[config.mk]
export PLATFORM = sky130hd
export DESIGN_NAME = psram_ctrl
export DESIGN_NICKNAME = d
export VERILOG_FILES = /design/src/rtl/psram_pkg.sv /design/src/rtl/psram_refresh_timer.sv /design/src/rtl/psram_row_track.sv /design/src/rtl/psram_ctrl.sv
export SDC_FILE = /design/constraint.sdc
export NUM_CORES = 1
export LEC_CHECK = 0
export BUFFER_PORTS_ARGS = -buffer_cell sky130_fd_sc_hd__buf_2
export CAP_MARGIN = 25
export CORE_MARGIN = 2
export CORE_UTILIZATION = 30
export CTS_CLUSTER_DIAMETER = 150
export DETAILED_ROUTE_END_ITERATION = 8
export MAX_ROUTING_LAYER = met4
export PLACE_DENSITY_LB_ADDON = 0.25
export SYNTH_ARGS = -nofsm -noshare
export SYNTH_HDL_FRONTEND = slang
export SYNTH_SLANG_ARGS = --single-unit
[constraint.sdc]
create_clock -name clk -period 5.6 [get_ports clk]
set_input_delay 0.28 -clock clk [delete_from_list [all_inputs] [get_ports clk]]
set_output_delay 0.28 -clock clk [all_outputs]
set_load 0.02 [all_outputs]
[src/rtl/psram_pkg.sv]
package psram_pkg;

    localparam int ADDR_W = 19;
    localparam int DATA_W = 8;
    localparam int COL_W  = 8;
    localparam int ROW_W  = ADDR_W - COL_W;

    typedef enum logic [2:0] {
        SQ_STANDBY,   // all strobes high, may start access or refresh
        SQ_FULL,      // random access phase
        SQ_INROW,     // short access within the open row
        SQ_HOLD,      // one cycle with row held open, chip enabled
        SQ_RECOVER,   // precharge, all strobes high
        SQ_REFRESH    // output-enable-only strobe
    } seq_state_e;

    typedef struct packed {
        logic [ADDR_W-1:0] addr;
        logic              wr;
        logic [DATA_W-1:0] data;
    } host_req_t;

    function automatic logic [ROW_W-1:0] row_of(input logic [ADDR_W-1:0] a);
        return a[ADDR_W-1:COL_W];
    endfunction

endpackage

[src/rtl/psram_refresh_timer.sv]
module psram_refresh_timer #(
    parameter int INTERVAL = 781
) (
    input  logic clk,
    input  logic rst,
    input  logic grant,
    output logic pending
);
    localparam int TW = $clog2(INTERVAL);

    logic [TW-1:0] tick_cnt;

    always_ff @(posedge clk) begin
        if (rst) begin
            tick_cnt <= TW'(INTERVAL - 1);
            pending  <= 1'b0;
        end else if (tick_cnt == '0) begin
            tick_cnt <= TW'(INTERVAL - 1);
            pending  <= 1'b1;
        end else begin
            tick_cnt <= tick_cnt - 1'b1;
            if (grant) pending <= 1'b0;
        end
    end

endmodule

[src/rtl/psram_row_track.sv]
module psram_row_track #(
    parameter int ROW_W = 11
) (
    input  logic             clk,
    input  logic             rst,
    input  logic             load,
    input  logic [ROW_W-1:0] load_row,
    input  logic [ROW_W-1:0] cmp_row,
    output logic             hit
);
    logic [ROW_W-1:0] open_row;

    always_ff @(posedge clk) begin
        if (rst)       open_row <= '0;
        else if (load) open_row <= load_row;
    end

    assign hit = (open_row == cmp_row);

endmodule

[src/rtl/psram_ctrl.sv]
module psram_ctrl
    import psram_pkg::*;
#(
    parameter int T_ACC        = 4,
    parameter int T_PAGE       = 4,
    parameter int T_PRE        = 3,
    parameter int T_RFS        = 4,
    parameter int REF_INTERVAL = 781,
    parameter int CNT_W        = 16
) (
    input  logic              clk,
    input  logic              rst,
    input  logic              req_valid,
    output logic              req_ready,
    input  logic [ADDR_W-1:0] req_addr,
    input  logic              req_write,
    input  logic [DATA_W-1:0] req_wdata,
    output logic              rd_valid,
    output logic [DATA_W-1:0] rd_data,
    output logic [ADDR_W-1:0] mem_addr,
    output logic [DATA_W-1:0] mem_dq_out,
    output logic              mem_dq_oe,
    input  logic [DATA_W-1:0] mem_dq_in,
    output logic              mem_ce_n,
    output logic              mem_oe_n,
    output logic              mem_we_n,
    output logic [CNT_W-1:0]  refresh_count
);
    localparam int CW = $clog2(T_ACC + T_PAGE + T_PRE + T_RFS + 1);

    seq_state_e    st;
    logic [CW-1:0] tmr;
    host_req_t     cur;
    host_req_t     incoming;
    logic          queued;
    logic          ref_pend;
    logic          ref_grant;
    logic          row_hit;
    logic          accept;
    logic          in_access;
    logic [CW-1:0] first_tick;

    assign incoming  = '{addr: req_addr, wr: req_write, data: req_wdata};
    assign req_ready = !ref_pend && (st == SQ_STANDBY || st == SQ_HOLD);
    assign accept    = req_valid && req_ready;
    assign ref_grant = (st == SQ_STANDBY) && ref_pend;

    psram_refresh_timer #(.INTERVAL(REF_INTERVAL)) u_timer (
        .clk     (clk),
        .rst     (rst),
        .grant   (ref_grant),
        .pending (ref_pend)
    );

    psram_row_track #(.ROW_W(ROW_W)) u_rows (
        .clk      (clk),
        .rst      (rst),
        .load     (st == SQ_FULL),
        .load_row (row_of(cur.addr)),
        .cmp_row  (row_of(req_addr)),
        .hit      (row_hit)
    );

    always_ff @(posedge clk) begin
        if (rst) begin
            st            <= SQ_STANDBY;
            tmr           <= '0;
            cur           <= '0;
            queued        <= 1'b0;
            rd_valid      <= 1'b0;
            rd_data       <= '0;
            refresh_count <= '0;
        end else begin
            rd_valid <= 1'b0;
            unique case (st)
                SQ_STANDBY: begin
                    if (ref_pend) begin
                        st            <= SQ_REFRESH;
                        tmr           <= CW'(T_RFS - 1);
                        refresh_count <= refresh_count + 1'b1;
                    end else if (accept) begin
                        cur <= incoming;
                        st  <= SQ_FULL;
                        tmr <= CW'(T_ACC - 1);
                    end
                end
                SQ_FULL, SQ_INROW: begin
                    if (tmr == '0) begin
                        if (!cur.wr) begin
                            rd_data  <= mem_dq_in;
                            rd_valid <= 1'b1;
                        end
                        st <= SQ_HOLD;
                    end else begin
                        tmr <= tmr - 1'b1;
                    end
                end
                SQ_HOLD: begin
                    if (accept && row_hit) begin
                        cur <= incoming;
                        st  <= SQ_INROW;
                        tmr <= CW'(T_PAGE - 1);
                    end else begin
                        if (accept) cur <= incoming;
                        queued <= accept;
                        st     <= SQ_RECOVER;
                        tmr    <= CW'(T_PRE - 1);
                    end
                end
                SQ_RECOVER: begin
                    if (tmr == '0) begin
                        queued <= 1'b0;
                        st     <= queued ? SQ_FULL : SQ_STANDBY;
                        tmr    <= CW'(T_ACC - 1);
                    end else begin
                        tmr <= tmr - 1'b1;
                    end
                end
                SQ_REFRESH: begin
                    if (tmr == '0) begin
                        queued <= 1'b0;
                        st     <= SQ_RECOVER;
                        tmr    <= CW'(T_PRE - 1);
                    end else begin
                        tmr <= tmr - 1'b1;
                    end
                end
                default: st <= SQ_STANDBY;
            endcase
        end
    end

    assign in_access  = (st == SQ_FULL) || (st == SQ_INROW);
    assign first_tick = (st == SQ_FULL) ? CW'(T_ACC - 1) : CW'(T_PAGE - 1);

    assign mem_ce_n   = !(in_access || st == SQ_HOLD);
    assign mem_oe_n   = !((in_access && !cur.wr) || st == SQ_REFRESH);
    assign mem_we_n   = !(in_access && cur.wr && tmr != first_tick && tmr != '0);
    assign mem_dq_oe  = in_access && cur.wr;
    assign mem_addr   = cur.addr;
    assign mem_dq_out = cur.data;

endmodule

==> metrics.md, run 1 <==
| Metric | Value |
|---|---|
| Area share of the largest cell type after synthesis | 43.4% |
| H-tree levels | 3 |
| Post-CTS sizing | 0 |
| # rows | 41 |
| CP max FO | 20 |
| Final Hold Slack | 0.167 ns |
| Setup_tns | 0 ns |
| Final worst-path cycle share | 41.1% |
| Final Skew | 0.00772 ns |
| GRT Resource Usage Total | 14.0% |
| Clock transition at path regs | 0.06 ns |
| Avg WL per Cell | 12.8 um |
| Slew Viols, Final | 0 |
| Number of port buffers | 95 |
| Ys flop type | dfxtp_1 |
| Max-slew headroom | 45.3% |
| Area of the core | 12600 sq um |
| Worst setup SP type | flop |
| Die area | 13700 sq um |
| Post-Syn Instances | 452 |
| Final Util | 36.7% |
| Worst Path Required | 5.87 ns |
| Dpl ws | 3.33 ns |
| Hold crit path type | input pin to flop |
| Die width | 117 um |
| Worst Tran Pin Value | 0.820 ns |
| Via density | 4.67 |
| Final setup margin | 3.30 ns |
| ANT cells | 0 |
| Drt drc | 0 |
| Skew-Pair Late Insertion Delay | 0.35 ns |
| Critical Path AT | 2.57 ns |
| CP max stage delay | 0.65 ns |
| Longest Clk Path Bufs | 2 |
| Distinct cell type count after synthesis | 52 |
| Io pins | 96 |
| Max Cap Viol | 0 |
| Layout cells sized above 1 | 24.9% |
| Final WL | 8770 um |
| Die H | 117 um |
| Asr flop ratio synth | 0% |
| Yosys reg bits | 83 |
| Syn avg cell area | 8.48 sq um |
| Top post-synthesis cells by area | dfxtp_1, nand2_1, buf_4 |
| Unrepaired setup endpoints after global routing | false |
| Num CTS Buffers | 9 |
| First-pass GRT wire length | 14200 um |
| Nets | 553 |
| Pwr/cell area | 399 nW/um^2 |
| Mapped Nets | 495 |
| Crit Path Class | flop to flop |
| Critical Path Slowest Stage Cell | or4b_4 |
| Yosys top cell by area | dfxtp_1 |
| Number of flops mapped to enable cells by yosys | 0 |
| Pre-antenna DRT Iters | 4 |
| DP Wirelength | 6120 um |
| Gpl congestion | 0.751 |
| Post-CTS Setup Inserts | 0 |
| Starting Density | 30.5% |
| Status | completed |
| Final min period | 2.30 ns |
| Vias in the first global route | 3025 |
| Synth Warn # | 0 |
| CTS tree | built |
| Routed Antenna Nets | 0 |
| Final Hold Fails | 0 |
| GRT overflow | 0 |
| Leak | 1.91 nW |
| Peak VDD IR | 0.213 mV |
| Antenna violations before repair | 0 |
| Synthesis-to-finish area growth | 20.3% |
| Post-Syn Area | 3830 sq um |
| Final Power | 0.00184 W |
| Crit end category | flop |
| Setup violations, final | 0 |
| Fmax | 434 MHz |
| Clock sinks | 83 |
| Vias | 3210 |
| Root Driver | clkbuf_16 |
| Largest net degree at the start of global routing | 79 |
| Hold buffers post-CTS | 0 |
| First DRT Iteration DRCs | 118 |
| Seq/Total Area, Yosys | 43.4% |
| Critical-path cell list | or4b_4, or3_1, or4_1, a21oi_1 |
## cells in the mapped netlist (all sizes together), types with 3 or more instances
library cell	n
a211oi	6
mux2i	20
and4	3
dfxtp	83
nand4	5
nand3	8
o31ai	5
nor4	8
nand2b	3
a21boi	3
xor2	17
nor3b	3
a21oi	40
nand2	70
ha	4
buf	33
nor3	6
clkbuf	19
or4	6
or3	7
xnor2	10
nor2	46
or3b	3
inv	13
o21ai	4
## metrics by stage
stage               std cells  area [sq um]
finish                    687          4610
global route              687          4610
CTS                       687          4610
detailed placement        671          4260
global placement          671          4260
floorplan                 452          3830
## kinds of logic (layout without fill, tap and decap cells)
| kind of cell | Yosys count | in the layout | synth area share [%] |
|---|---|---|---|
| and+or+nand+nor | 178 | 178 | 22.4 |
| DFF | 83 | 83 | 43.4 |
| AOI/OAI and AO/OA | 74 | 74 | 11.9 |
| buffers and inverters | 65 | 128 | 9.34 |
| xor gates and xnor gates | 27 | 27 | 6.17 |
| muxes | 21 | 21 | 5.52 |
| adders and majority gates | 4 | 4 | 1.31 |
## path summary, 6_finish.rpt
check,start,end,depth (start not counted),slack (ns)
setup / recovery,st[0],refresh_count[13],4,3.30
hold / removal,req_addr[4],flop,3,0.17
setup reg to reg,st[0],refresh_count[13],4,3.30
hold reg to reg,flop,flop,2,0.45
## power breakdown
part	switching (W)	leakage [nW]	total [W]	internal, W
Combinational	0.000274	1.08	0.000443	0.000169
Sequential	0.0000560	0.676	0.000708	0.000652
Clock	0.000241	0.161	0.000688	0.000447
## layout make-up
cell class	count	area (sq um)
Clock buffer	10	239
Tap cell	172	215
Multi-Input combinational cell	304	1830
Timing Repair Buffer	99	505
Inverter	13	48.8
Sequential cell	83	1660
Fill cell	1314	7960
Clock inverter	6	113
## placed cells by master (no fill, tap or decap), types with 5 or more instances in the layout
master      n
a211oi_1    6
a21oi_1    40
buf_2      95
clkbuf_16   9
dfxtp_1    83
inv_1      13
mux2i_1    20
nand2_1    70
nand3_1     8
nand4_1     5
nor2_1     45
nor3_1      6
nor4_1      7
o31ai_1     5
or3_1       7
or4_1       6
xnor2_1    10
xor2_1     17
## layer usage
layer / share of wire (%) / global-route usage [%] / up-vias
li1: - / - / 1636
met1: 46 / 16.1 / 1475
met2: 47 / 22.5 / 87
met3: 6.0 / 4.84 / 12
met4: 1.5 / 5.65 / 0
met5: 0 / - / -
## worst max-delay path: cells and delay by family, from the launching register on
kind / cells / cell delay, ns
AO/OA/AOI/OAI: 1 / 0.15
flip-flops: 1 / 0.50
AND/OR/NAND/NOR: 3 / 1.57
No activity file was read; power rests on OpenSTA's default activity.
==> run 2: changes to the inputs <==
==> constraint.sdc (replaced) <==
create_clock -name clk -period 2.03 [get_ports clk]
set_input_delay 0.1015 -clock clk [delete_from_list [all_inputs] [get_ports clk]]
set_output_delay 0.1015 -clock clk [all_outputs]
set_load 0.02 [all_outputs]
==> run 2 against run 1 <==
Against the previous run: register-to-register slack got worse by 3.1 ns; combinational power rose to 3.2 times the previous value; critical path type unchanged; worst hold slack got worse by 0.15 ns; sequential power grew to 2.7 times the previous value; critical path depth rose by 3; highest routed layer unchanged; clock skew decreased by 0.0014 ns; critical endpoint is now rd_data[6]; cell count increased by 5.7%.
==> metrics.md, run 2 (synthesis results as in run 1) <==
| Metric | Value |
|---|---|
| H-tree levels | 3 (unchanged) |
| Final Skew | 0.00629 ns (-0.00143 ns) |
| Antenna violations before repair | 0 (unchanged) |
| Leak | 2.07 nW (+8.1%) |
| Peak VDD IR | 0.514 mV (+140%) |
| CP max stage delay | 0.44 ns (-0.21 ns) |
| Setup_tns | 0 ns (unchanged) |
| Synthesis-to-finish area growth | 28.1% |
| Slew Viols, Final | 0 (unchanged) |
| Fin cells | 726 (+5.7%) |
| ANT cells | 0 (unchanged) |
| Area of the core | 12600 sq um (unchanged) |
| Area occupied by multi-input gates | 1850 sq um (+1.6%) |
| Largest net degree at the start of global routing | 29 (-63%) |
| Hold crit path type | input pin to flop |
| Register Area | 1660 sq um (unchanged) |
| Met3 Track Usage GR | 3.81% (-1.0 points) |
| Pre-antenna DRT Iters | 4 (unchanged) |
| Most frequent cells in the layout | buf_2, dfxtp_1, nand2_1 |
| Avg WL per Cell | 12.8 um (+0.57%) |
| Placement Cell Area | 4380 sq um (+2.8%) |
| Dpl ws | 0.0808 ns (-3.24 ns) |
| Clock sinks | 83 (unchanged) |
| Met2 usage | 23.7% (+1.3 points) |
| Worst Hold Depth | 3 (unchanged) |
| # rows | 41 (unchanged) |
| Critical-path cell list | inv_1, ha_1, or3b_4, nor4_4, clkdlybuf4s15_2, mux2i_1, nor2_1 |
| Setup violations, final | 0 (unchanged) |
| Gpl congestion | 0.791 (+5.4%) |
| Crit end category | flop |
| Gr busiest metal | met2 |
| Worst setup SP type | flop |
| Fill count | 1280 (-2.6%) |
| Fin area | 4910 sq um (+6.5%) |
| Io pins | 96 (unchanged) |
| Status | completed |
| Max-slew headroom | 57.1% (+12 points) |
| Routed Antenna Nets | 0 (unchanged) |
| Reg2reg path depth | 7 (+3) |
| Final Util | 39.0% (+2.4 points) |
| Num CTS Buffers | 9 (unchanged) |
| First-pass GRT wire length | 15100 um (+6.4%) |
| Final WL | 9320 um (+6.3%) |
| Drt drc | 0 (unchanged) |
| Vias | 3373 (+5.1%) |
| Skew-Pair Late Insertion Delay | 0.34 ns (about the same) |
| GRT overflow | 0 (unchanged) |
| CP max FO | 7 (-65%) |
| Final worst-path cycle share | 92.7% (+52 points) |
| Clock transition at path regs | 0.06 ns (about the same) |
| DP Wirelength | 6420 um (+4.9%) |
| Critical Path AT | 2.10 ns (-0.47 ns) |
| Top delay family on crit path | simple AND/OR/NAND/NOR gates |
| GRT Resource Usage Total | 14.6% (+0.63 points) |
| Final min period | 1.88 ns (-0.421 ns) |
| Final Hold Fails | 0 (unchanged) |
| Root Driver | clkbuf_16 |
| Layout cells sized above 1 | 26.0% (+1.1 points) |
| Met1 GRT Util | 17.1% (+1.0 points) |
| Crit path buf inv count | 2 (+2) |
| Starting Density | 30.5% (unchanged) |
| CTS tree | built |
| Worst Path Required | 2.25 ns (-3.62 ns) |
| Nets | 594 (+7.4%) |
| Worst Tran Pin Value | 0.643 ns (-0.177 ns) |
| Vias in the first global route | 3218 (+6.4%) |
| Post-CTS Setup Inserts | 0 (unchanged) |
| Via density | 4.65 (-0.57%) |
| Die H | 117 um (unchanged) |
| Number of port buffers | 95 (unchanged) |
| Critical Path Slowest Stage Cell | or3b_4 |
| Max Cap Viol | 0 (unchanged) |
| Die area | 13700 sq um (unchanged) |
| Most common cell after layout, fill and taps aside | buf_2 |
| First DRT Iteration DRCs | 117 (-0.85%) |
| Fmax | 532 MHz (+22%) |
| Die width | 117 um (unchanged) |
| Pwr/cell area | 969 nW/um^2 (+140%) |
| DP Cell Count | 687 (+2.4%) |
| Final setup margin | 0.149 ns (-3.15 ns) |
| Longest Clk Path Bufs | 2 (unchanged) |
| Crit Path Class | flop to flop |
| Critical path depth in cells | 7 (+3) |
[run 2: cell types whose count changed in the layout (fill, tap and decap cells not counted), sizes merged]
cell           before  now
bufinv              3    0
clkbuf             10   11
clkinv              0    2
dlygate4sd3         0   24
clkdlybuf4s15       0    1
buf                99  115
clkinvlp            3    1
[run 2: where the power goes]
part | internal (W) | switching, W
combinational | 0.000571 | 0.000847
sequential | 0.00180 | 0.000107
clock | 0.000811 | 0.000621
[run 2: path summary, 6_finish.rpt]
check | from | end | slack (ns)
hold reg to reg | flop | flop | 0.45
setup / recovery | tmr[1] | rd_data[6] | 0.15
setup reg to reg | tmr[1] | rd_data[6] | 0.15
hold / removal | req_wdata[3] | flop | 0.02
[run 2: tightest hold or removal path: stages]
cell and delay [ns]:
buf_2 0.10, nand2_1 0.05, a21oi_1 0.06
[run 2: what timing repair did]
action | in CTS | in global routing
gates resized for setup | 0 | 5
hold endpoints to repair | 24 | 0
hold buffers | 24 | 0
endpoints found under the setup margin | 0 | 17
[run 2: layout make-up]
type	count	area share, %
repair buffers	140	17.9
clock inverters	3	0.357
well taps	172	4.39
flip-flops and latches	83	33.9
inverters	13	0.994
multi-input cells	304	37.8
clock buffers	11	4.74
[run 2: per-layer routing]
| metal | vias to the layer above | share of wire [%] |
|---|---|---|
| met2 | 80 | 47 |
| li1 | 1717 | - |
| met4 | 0 | 1.9 |
| met3 | 11 | 5.5 |
| met1 | 1565 | 46 |
| met5 | - | 0 |
[run 2: stage by stage]
stage / hold WS, ns / power [W]
after global placement: 0.336 / 0.00327
after floorplan: 0.237 / 0.00295
after detailed placement: 0.348 / 0.00330
final: 0.0190 / 0.00475
after global routing: 0.0134 / 0.00506
after CTS: 0.00173 / 0.00479
